### src/rtl/bwt_pkg.sv
package bwt_pkg;

    localparam int CPU_AW = 16;
    localparam int VA_W   = 32;
    localparam int SH_W   = 5;

    typedef enum logic [1:0] {
        FLD_WIN_START = 2'd0,
        FLD_WIN_END   = 2'd1,
        FLD_SHIFT     = 2'd2,
        FLD_VBASE     = 2'd3
    } cfg_field_e;

    typedef struct packed {
        logic [CPU_AW-1:0] win_start;
        logic [CPU_AW-1:0] win_end;
        logic [SH_W-1:0]   shift;
        logic [VA_W-1:0]   vbase;
    } win_cfg_t;

endpackage

### src/rtl/bwt_cfg_regs.sv
module bwt_cfg_regs
    import bwt_pkg::*;
#(
    parameter logic [CPU_AW-1:0] RST_START = 16'h8000,
    parameter logic [CPU_AW-1:0] RST_END   = 16'hC000,
    parameter int                RST_SHIFT = 14,
    parameter logic [VA_W-1:0]   RST_VBASE = 32'h0010_0000,
    parameter int                SHIFT_MAX = 16
) (
    input  logic            clk,
    input  logic            rst_n,
    input  logic            cfg_we,
    input  logic [1:0]      cfg_sel,
    input  logic [VA_W-1:0] cfg_wdata,
    output win_cfg_t        cfg_q
);
    localparam logic [SH_W-1:0] SH_LIMIT = SH_W'(SHIFT_MAX);
    localparam logic [SH_W-1:0] SH_RESET = SH_W'(RST_SHIFT);

    cfg_field_e      field;
    logic [SH_W-1:0] shift_clip;

    assign field = cfg_field_e'(cfg_sel);

    always_comb begin
        if (cfg_wdata > VA_W'(SHIFT_MAX)) begin
            shift_clip = SH_LIMIT;
        end else begin
            shift_clip = cfg_wdata[SH_W-1:0];
        end
    end

    always_ff @(posedge clk or negedge rst_n) begin
        if (!rst_n) begin
            cfg_q.win_start <= RST_START;
            cfg_q.win_end   <= RST_END;
            cfg_q.shift     <= SH_RESET;
            cfg_q.vbase     <= RST_VBASE;
        end else if (cfg_we) begin
            unique case (field)
                FLD_WIN_START: cfg_q.win_start <= cfg_wdata[CPU_AW-1:0];
                FLD_WIN_END:   cfg_q.win_end   <= cfg_wdata[CPU_AW-1:0];
                FLD_SHIFT:     cfg_q.shift     <= shift_clip;
                FLD_VBASE:     cfg_q.vbase     <= cfg_wdata;
            endcase
        end
    end

endmodule

### src/rtl/bwt_cpu_regs.sv
module bwt_cpu_regs #(
    parameter int         PAGE_W   = 8,
    parameter logic [7:0] INIT_RST = 8'h01
) (
    input  logic              clk,
    input  logic              rst_n,
    input  logic              page_we,
    input  logic [PAGE_W-1:0] page_wdata,
    input  logic              init_we,
    input  logic [7:0]        init_wdata,
    output logic [PAGE_W-1:0] page_q,
    output logic [7:0]        init_q
);

    always_ff @(posedge clk or negedge rst_n) begin
        if (!rst_n) begin
            page_q <= '0;
        end else if (page_we) begin
            page_q <= page_wdata;
        end
    end

    always_ff @(posedge clk or negedge rst_n) begin
        if (!rst_n) begin
            init_q <= INIT_RST;
        end else if (init_we) begin
            init_q <= init_wdata;
        end
    end

endmodule

### src/rtl/bwt_window_xlate.sv
module bwt_window_xlate
    import bwt_pkg::*;
#(
    parameter int PAGE_W = 8
) (
    input  logic [CPU_AW-1:0] cpu_addr,
    input  logic [PAGE_W-1:0] page_q,
    input  win_cfg_t          cfg_q,
    output logic [VA_W-1:0]   xlat_addr,
    output logic              in_window
);
    localparam int PAD_OFS  = VA_W - CPU_AW;
    localparam int PAD_PAGE = VA_W - PAGE_W;

    logic [CPU_AW-1:0] offset;
    logic [VA_W-1:0]   page_term;

    always_comb begin
        in_window = (cpu_addr >= cfg_q.win_start) && (cpu_addr < cfg_q.win_end);
        offset    = cpu_addr - cfg_q.win_start;
        page_term = {{PAD_PAGE{1'b0}}, page_q} << cfg_q.shift;
        if (in_window) begin
            xlat_addr = {{PAD_OFS{1'b0}}, offset} + page_term + cfg_q.vbase;
        end else begin
            xlat_addr = {{PAD_OFS{1'b0}}, cpu_addr};
        end
    end

endmodule

### src/rtl/bwt_block_decode.sv
module bwt_block_decode
    import bwt_pkg::*;
#(
    parameter int IO_SMALL  = 64,
    parameter int IO_LARGE  = 1024,
    parameter int RAM_BYTES = 256
) (
    input  logic [CPU_AW-1:0] cpu_addr,
    input  logic [7:0]        init_q,
    input  logic              wide_io,
    output logic              io_hit,
    output logic              ram_hit
);
    localparam int EW = CPU_AW + 1;
    localparam logic [EW-1:0] IO_SZ_S = EW'(IO_SMALL);
    localparam logic [EW-1:0] IO_SZ_L = EW'(IO_LARGE);
    localparam logic [EW-1:0] RAM_SZ  = EW'(RAM_BYTES);

    logic [EW-1:0] addr_x;
    logic [EW-1:0] io_lo;
    logic [EW-1:0] ram_lo;
    logic [EW-1:0] io_sz;

    always_comb begin
        addr_x  = {1'b0, cpu_addr};
        io_lo   = {1'b0, init_q[3:0], 12'h000};
        ram_lo  = {1'b0, init_q[7:4], 12'h000};
        io_sz   = wide_io ? IO_SZ_L : IO_SZ_S;
        io_hit  = (addr_x >= io_lo)  && (addr_x < io_lo + io_sz);
        ram_hit = (addr_x >= ram_lo) && (addr_x < ram_lo + RAM_SZ);
    end

endmodule

### src/rtl/bank_window_xlat.sv
module bank_window_xlat
    import bwt_pkg::*;
#(
    parameter int PAGE_W    = 8,
    parameter int SHIFT_MAX = 16,
    parameter int IO_SMALL  = 64,
    parameter int IO_LARGE  = 1024,
    parameter int RAM_BYTES = 256
) (
    input  logic              clk,
    input  logic              rst_n,
    input  logic [15:0]       cpu_addr,
    input  logic              page_we,
    input  logic [PAGE_W-1:0] page_wdata,
    output logic [PAGE_W-1:0] page_rd,
    input  logic              cfg_we,
    input  logic [1:0]        cfg_sel,
    input  logic [31:0]       cfg_wdata,
    input  logic              init_we,
    input  logic [7:0]        init_wdata,
    input  logic              wide_io,
    output logic [31:0]       xlat_addr,
    output logic              in_window,
    output logic              io_hit,
    output logic              ram_hit
);

    win_cfg_t          cfg_q;
    logic [PAGE_W-1:0] page_q;
    logic [7:0]        init_q;

    bwt_cfg_regs #(
        .SHIFT_MAX (SHIFT_MAX)
    ) u_cfg (
        .clk       (clk),
        .rst_n     (rst_n),
        .cfg_we    (cfg_we),
        .cfg_sel   (cfg_sel),
        .cfg_wdata (cfg_wdata),
        .cfg_q     (cfg_q)
    );

    bwt_cpu_regs #(
        .PAGE_W (PAGE_W)
    ) u_regs (
        .clk        (clk),
        .rst_n      (rst_n),
        .page_we    (page_we),
        .page_wdata (page_wdata),
        .init_we    (init_we),
        .init_wdata (init_wdata),
        .page_q     (page_q),
        .init_q     (init_q)
    );

    bwt_window_xlate #(
        .PAGE_W (PAGE_W)
    ) u_xlate (
        .cpu_addr  (cpu_addr),
        .page_q    (page_q),
        .cfg_q     (cfg_q),
        .xlat_addr (xlat_addr),
        .in_window (in_window)
    );

    bwt_block_decode #(
        .IO_SMALL  (IO_SMALL),
        .IO_LARGE  (IO_LARGE),
        .RAM_BYTES (RAM_BYTES)
    ) u_decode (
        .cpu_addr (cpu_addr),
        .init_q   (init_q),
        .wide_io  (wide_io),
        .io_hit   (io_hit),
        .ram_hit  (ram_hit)
    );

    assign page_rd = page_q;

endmodule

### config.mk
export PLATFORM = sky130hd
export DESIGN_NAME = bank_window_xlat
export DESIGN_NICKNAME = d
export VERILOG_FILES = /design/src/rtl/bwt_pkg.sv /design/src/rtl/bwt_cfg_regs.sv /design/src/rtl/bwt_cpu_regs.sv /design/src/rtl/bwt_window_xlate.sv /design/src/rtl/bwt_block_decode.sv /design/src/rtl/bank_window_xlat.sv
export SDC_FILE = /design/constraint.sdc
export NUM_CORES = 1
export LEC_CHECK = 0
export BUFFER_PORTS_ARGS = -buffer_cell sky130_fd_sc_hd__buf_2
export CORE_MARGIN = 4
export CORE_UTILIZATION = 40
export CTS_BUF_LIST = sky130_fd_sc_hd__clkbuf_4 sky130_fd_sc_hd__clkbuf_8
export CTS_CLUSTER_SIZE = 8
export DETAILED_ROUTE_END_ITERATION = 10
export HOLD_SLACK_MARGIN = 0.08
export PLACE_DENSITY = 0.66
export SYNTH_ARGS = -nofsm -noshare
export SYNTH_HDL_FRONTEND = slang
export SYNTH_SLANG_ARGS = --single-unit
### constraint.sdc
create_clock -name clk -period 19.83 [get_ports clk]
set_input_delay 5.949 -clock clk [delete_from_list [all_inputs] [get_ports clk]]
set_output_delay 5.949 -clock clk [all_outputs]
set_load 0.03 [all_outputs]
# Word-level counts from Yosys, hierarchy flattened

Cells that the tools add are included.

Bits in registers: 85
Bits in latches: 0
Memory bits (writable): 0
ROM bits: 0
Output and inout bits: 43
Memories: 0

Add/sub/neg operators: 5
$mul: 0
Div/mod/pow operators: 0
$lt $le $gt $ge: 7
Equal/unequal tests: 3
Shift-type cells: 1
Mux-type cells: 3
Bitwise operators: 0
Reductions and logical operators: 8

Operator list:

| cell                                                                   | number |
|---|---|
| 16-bit >= comparator                                                   | 3 |
| 16-bit by 17-bit < comparator with 1-bit output                        | 2 |
| 16-bit by 32-bit adder with 32-bit output                              | 1 |
| 32-bit adder                                                           | 1 |
| 32-bit by 5-bit > comparator with 1-bit output (second input constant) | 1 |
| 32-bit 2-to-1 mux                                                      | 1 |
| 8-bit by 5-bit left shift with 32-bit output                           | 1 |
| 16-bit by 17-bit adder with 17-bit output                              | 1 |
| 16-bit by 9-bit adder with 17-bit output (second input constant)       | 1 |
| 16-bit < comparator                                                    | 1 |
| 16-bit subtractor                                                      | 1 |
| 11-bit 2-to-1 mux                                                      | 1 |
| 2-bit AND reduction                                                    | 4 |
| 5-bit 2-to-1 mux                                                       | 1 |
| 2-bit equality test (second input constant)                            | 2 |
| 1-bit logical AND                                                      | 3 |
| 2-bit by 1-bit equality test with 1-bit output (second input constant) | 1 |
| 2-bit logical NOT                                                      | 1 |

# Longest topological paths before layout

Depth after elaboration: 4
Gate-level depth with buffers: 19

# Cells and area by module

A second synthesis with hierarchy kept.

Cell total of the unflattened synthesis: 906
Area total of the unflattened synthesis: 8226.6 um^2

Modules (own cells, without submodules):

| module           | instances | cells an instance | area an instance (um^2) |
|---|---|---|---|
| bwt_window_xlate | 1         | 658               | 4569.4 |
| bwt_cfg_regs     | 1         | 174               | 2647.5 |
| bwt_cpu_regs     | 1         | 34                | 664.4 |
| bwt_block_decode | 1         | 40                | 345.3 |

# Worst setup path after synthesis

No wires, ideal clock.

Path kind: input to output
Start: input port cpu_addr[0]
End: output port xlat_addr[27]
Arrival: 9.889 ns
Data required time: 13.881 ns
Path slack: 3.992 ns
Stages on the path: 18
Path buffers: 0
Cells stage by stage: inv_1 > ha_1 > fa_1 > nor2b_2 > o31a_1 > o21a_4 > a21o_1 > a21oi_1 > xnor2_1 > fa_1 > ha_1 > a211oi_1 > nor2_1 > o41a_1 > a22o_1 > o21ai_0 > nand3_1 > a21oi_1

Longest elaborated chain between the ends: 4
Elaborated cells between the ends (all ways): 7

Ends and longest elaborated chain:

| element                                   | RTL line               | RTL |
|---|---|---|
| from (decl)                               | bank_window_xlat.sv:12 | `input logic [15:0] cpu_addr,` |
| 16-bit subtractor                         | bwt_window_xlate.sv:20 | `offset = cpu_addr - cfg_q.win_start;` |
| 16-bit by 32-bit adder with 32-bit output | bwt_window_xlate.sv:23 | `xlat_addr = {{PAD_OFS{1'b0}}, offset} + page_term + cfg_q.vbase;` |
| 32-bit adder                              | bwt_window_xlate.sv:23 |  |
| 32-bit 2-to-1 mux *                       | bwt_window_xlate.sv:22 | `if (in_window) begin` |
| to (decl)                                 | bank_window_xlat.sv:22 | `output logic [31:0] xlat_addr,` |

Every way passes the cells marked *; elsewhere a longest branch is shown, timed or not.

# Worst setup path after layout

Start: input port cpu_addr[3]
End: output port xlat_addr[30]

The elaborated chain is that of the path after synthesis.

==> impl_metrics.sql <==
INSERT INTO impl_metrics (metric_group, metric, value, unit) VALUES
('outcome', 'run_status', 'finished clean', ''),
('floorplanning', 'chipWidth', '146.0', 'um'),
('timing', 'hold_violations', '0', ''),
('routing', 'drt_pre_antenna_iters', '5', ''),
('timing', 'clock_skew', '0', 'ns'),
('placement', 'dpl.hpwl', '16650', 'um'),
('critical_path', 'sequence_of_cells_on_the_critical_path', 'buf_2 > ha_1 > nand3_1 > o22ai_1 > o211ai_1 > a32oi_1 > nor4b_1 > a211o_1 > fa_1 > ha_1 > a21o_1 > a21oi_1 > o21ai_0 > a21o_1 > a31oi_1 > o311ai_2 > mux2i_1 > buf_2', ''),
('synthesis', 'yosys-top-cells-area', 'sky130_fd_sc_hd__dfrtp_1 (25%), sky130_fd_sc_hd__ha_1 (14%), sky130_fd_sc_hd__mux2_2 (9.2%)', ''),
('critical_path', 'crit_end', 'xlat_addr[30]', ''),
('grt', 'grt_pass1_wl', '33420', 'um'),
('clocking', 'cts.path.max_buffers', '2', ''),
('synthesis', 'synth-async-reset-ratio', '1.000', ''),
('floorplanning', 'ioPinCount', '115', ''),
('cells_and_area', 'layout-area-overhead-vs-synth', '12.71', '%'),
('pwr', 'pwr_density_cell', '101.7', 'mW/mm^2'),
('clocking', 'h-tree-depth', '3', ''),
('floorplanning', 'die-height', '146.0', 'um'),
('timing', 'max_slew_margin', '0.2945', ''),
('timing', 'finalCriticalPeriod', '16.32', 'ns'),
('timing', 'holdWs', '0.5125', 'ns'),
('clocking', 'cts.repair.resized', '0', ''),
('critical_path', 'reg2reg_setup_slack', '18.72', 'ns'),
('grt', 'antenna_found_initial', '0', ''),
('synthesis', 'synth_most_common_cell', 'sky130_fd_sc_hd__ha_1', ''),
('critical_path', 'criticalPathCategory', 'primary input to primary output', ''),
('grt', 'overflow', '0', ''),
('cells_and_area', 'antenna_cells', '0', ''),
('routing', 'detail_route.wl_per_cell', '17.51', 'um'),
('pwr', 'leakage', '4.065', 'nW'),
('critical_path', 'worstSetupStartpointType', 'primary input', ''),
('routing', 'iteration_0_drc_count_of_the_detailed_router', '472', ''),
('routing', 'drt_drc_violations_left', '0', ''),
('placement', 'buffer_ports.inserted', '114', ''),
('critical_path', 'worst-path-max-fanout', '5', ''),
('grt', 'first_global_vias', '6353', ''),
('clocking', 'tritoncts', 'built', ''),
('critical_path', 'timing.rr.end', 'u_cfg.cfg_q[36]', ''),
('routing', 'drt.antenna.violating_nets', '0', ''),
('cells_and_area', 'proportion_of_layout_cells_with_a_drive_suffix_above_1', '0.2410', ''),
('clocking', 'cts_made_buffers', '9', ''),
('timing', 'finalCritPeriodShare', '0.8230', ''),
('critical_path', 'setup.worst_path.end_class', 'primary output', ''),
('synthesis', 'yosysSeqAreaShare', '0.2804', ''),
('critical_path', 'worstReg2RegStart', 'u_cfg.cfg_q[36]', ''),
('routing', 'postRouteWirelength', '20600', 'um'),
('timing', 'setup_repair_after_global_routing_missed_its_margin', 'false', ''),
('timing', 'worstMarginPinSlew', '1.058', 'ns'),
('synthesis', 'post_synth_most_frequent_cells', 'sky130_fd_sc_hd__ha_1 (88), sky130_fd_sc_hd__nand2_1 (86), sky130_fd_sc_hd__dfrtp_1 (77)', ''),
('routing', 'route.detailed.vias_per_inst', '5.509', ''),
('synthesis', 'ys_ff_latch', '85', ''),
('floorplanning', 'floorplan.initialDensity', '0.4075', ''),
('critical_path', 'cp-startpoint', 'cpu_addr[3]', ''),
('clocking', 'cts_hold_buf', '0', ''),
('synthesis', 'syn_area', '0.007622', 'mm^2'),
('synthesis', 'yosys.area.top_type_share', '0.2528', ''),
('synthesis', 'synth_area_per_cell', '9.139', 'um^2'),
('placement', 'place_congestion', '0.9113', ''),
('synthesis', 'syn-num-nets', '1012', ''),
('grt', 'grt_start_max_net_pins', '80', ''),
('worst_hold_path', 'hold_class', 'flip-flop to flip-flop', ''),
('job', 'max_cap_violations', '0', ''),
('critical_path', 'cp_data_arrival_time', '10.37', 'ns'),
('clocking', 'clock_sink_count', '85', ''),
('timing', 'fmax', '61.27', 'MHz'),
('synthesis', 'synthFlopType', 'sky130_fd_sc_hd__dfrtp_1', ''),
('critical_path', 'worstPathRequired', '13.88', 'ns'),
('pwr', 'ir_worst_vdd', '0.04520', 'mV'),
('grt', 'grt_usage', '0.1946', ''),
('timing', 'setup_violations', '0', ''),
('floorplanning', 'floorplan.die_area', '0.02133', 'mm^2'),
('cells_and_area', 'num-nets-final', '1115', '');
[per-stage QoR]
step / instance area [um^2] / util / std cells / total power, mW
4_1_cts: 8591 / 0.4593 / 1176 / 0.8770
5_1_grt: 8591 / 0.4593 / 1176 / 0.9483
2_1_floorplan: 7622 / - / 834 / 0.6097
3_5_place_dp: 8386 / 0.4483 / 1160 / 0.7389
3_3_place_gp: 8386 / 0.4483 / 1160 / 0.7335
6_report: 8591 / 0.4593 / 1176 / 0.8740
[worst min path at each step]
| stage | endpoint | cells after the start | startpoint | slack [ns] |
|---|---|---|---|---|
| final | u_cfg.cfg_q[41] | 2 | u_cfg.cfg_q[41] | 0.51 |
| after global routing | u_cfg.cfg_q[44] | 1 | u_cfg.cfg_q[44] | 0.52 |
| after CTS | u_cfg.cfg_q[44] | 1 | u_cfg.cfg_q[44] | 0.52 |
| after detailed placement | u_cfg.cfg_q[44] | 1 | u_cfg.cfg_q[44] | 0.49 |
| after global placement | u_cfg.cfg_q[41] | 2 | u_cfg.cfg_q[41] | 0.47 |
| after floorplan | u_cfg.cfg_q[41] | 2 | u_cfg.cfg_q[41] | 0.45 |
[kinds of logic after synthesis]
kind of cell | share of synthesized area
simple gates | 0.1505
compound gates | 0.1809
fa+ha+maj | 0.1917
buf+inv | 0.04957
flops | 0.2804
mux | 0.1067
xor+xnor | 0.04022
[power by group]
group / internal (mW) / leakage (nW) / total [mW] / switching [mW]
clock network: 0.0603 / 0.106 / 0.133 / 0.0729
registers: 0.201 / 1.00 / 0.217 / 0.0157
logic: 0.203 / 2.96 / 0.524 / 0.321
[sequential cells by signal, indices dropped and copies added (netlist names)]
register / cells
u_cfg.cfg_q: 69
u_regs.init_q: 8
u_regs.page_q: 8
[layer usage]
metal,track usage,part of all wire
met4,0.04657,0.014
met3,0.03073,0.053
met5,0,0
met1,0.2703,0.47
met2,0.3203,0.47
[critical path: cells and delay by family]
| kind | cells | cell delay, ns |
|---|---|---|
| AO/OA/AOI/OAI | 10 | 2.42 |
| adder cells (fa/ha/maj) | 3 | 1.20 |
| buffers and inverters | 2 | 0.34 |
| multiplexers | 1 | 0.22 |
| AND/OR/NAND/NOR | 2 | 0.23 |
[area by class of cell]
type	instances	area [um^2]
Clock buffer	9	123.9
Clock inverter	7	81.33
Fill cell	1861	10110
Inverter	64	240.2
Multi-Input combinational cell	659	5112
Sequential cell	85	2137
Tap cell	234	292.8
Timing Repair Buffer	118	603.1
[placed cells by master, fill, tap and decap left out, types with 17 or more instances in the layout]
cell type                 Yosys  routed
sky130_fd_sc_hd__buf_2        2     113
sky130_fd_sc_hd__ha_1        88      88
sky130_fd_sc_hd__nand2_1     86      86
sky130_fd_sc_hd__dfrtp_1     77      77
sky130_fd_sc_hd__inv_1       62      62
sky130_fd_sc_hd__mux2_2      62      62
sky130_fd_sc_hd__o21ai_0     61      61
sky130_fd_sc_hd__nor2_1      53      53
sky130_fd_sc_hd__a21oi_1     41      41
sky130_fd_sc_hd__xnor2_1     21      21
sky130_fd_sc_hd__a21o_1      19      19
sky130_fd_sc_hd__fa_1        18      18
sky130_fd_sc_hd__nand3_1     17      17
Note: power is estimated with default switching activity, not from simulation.
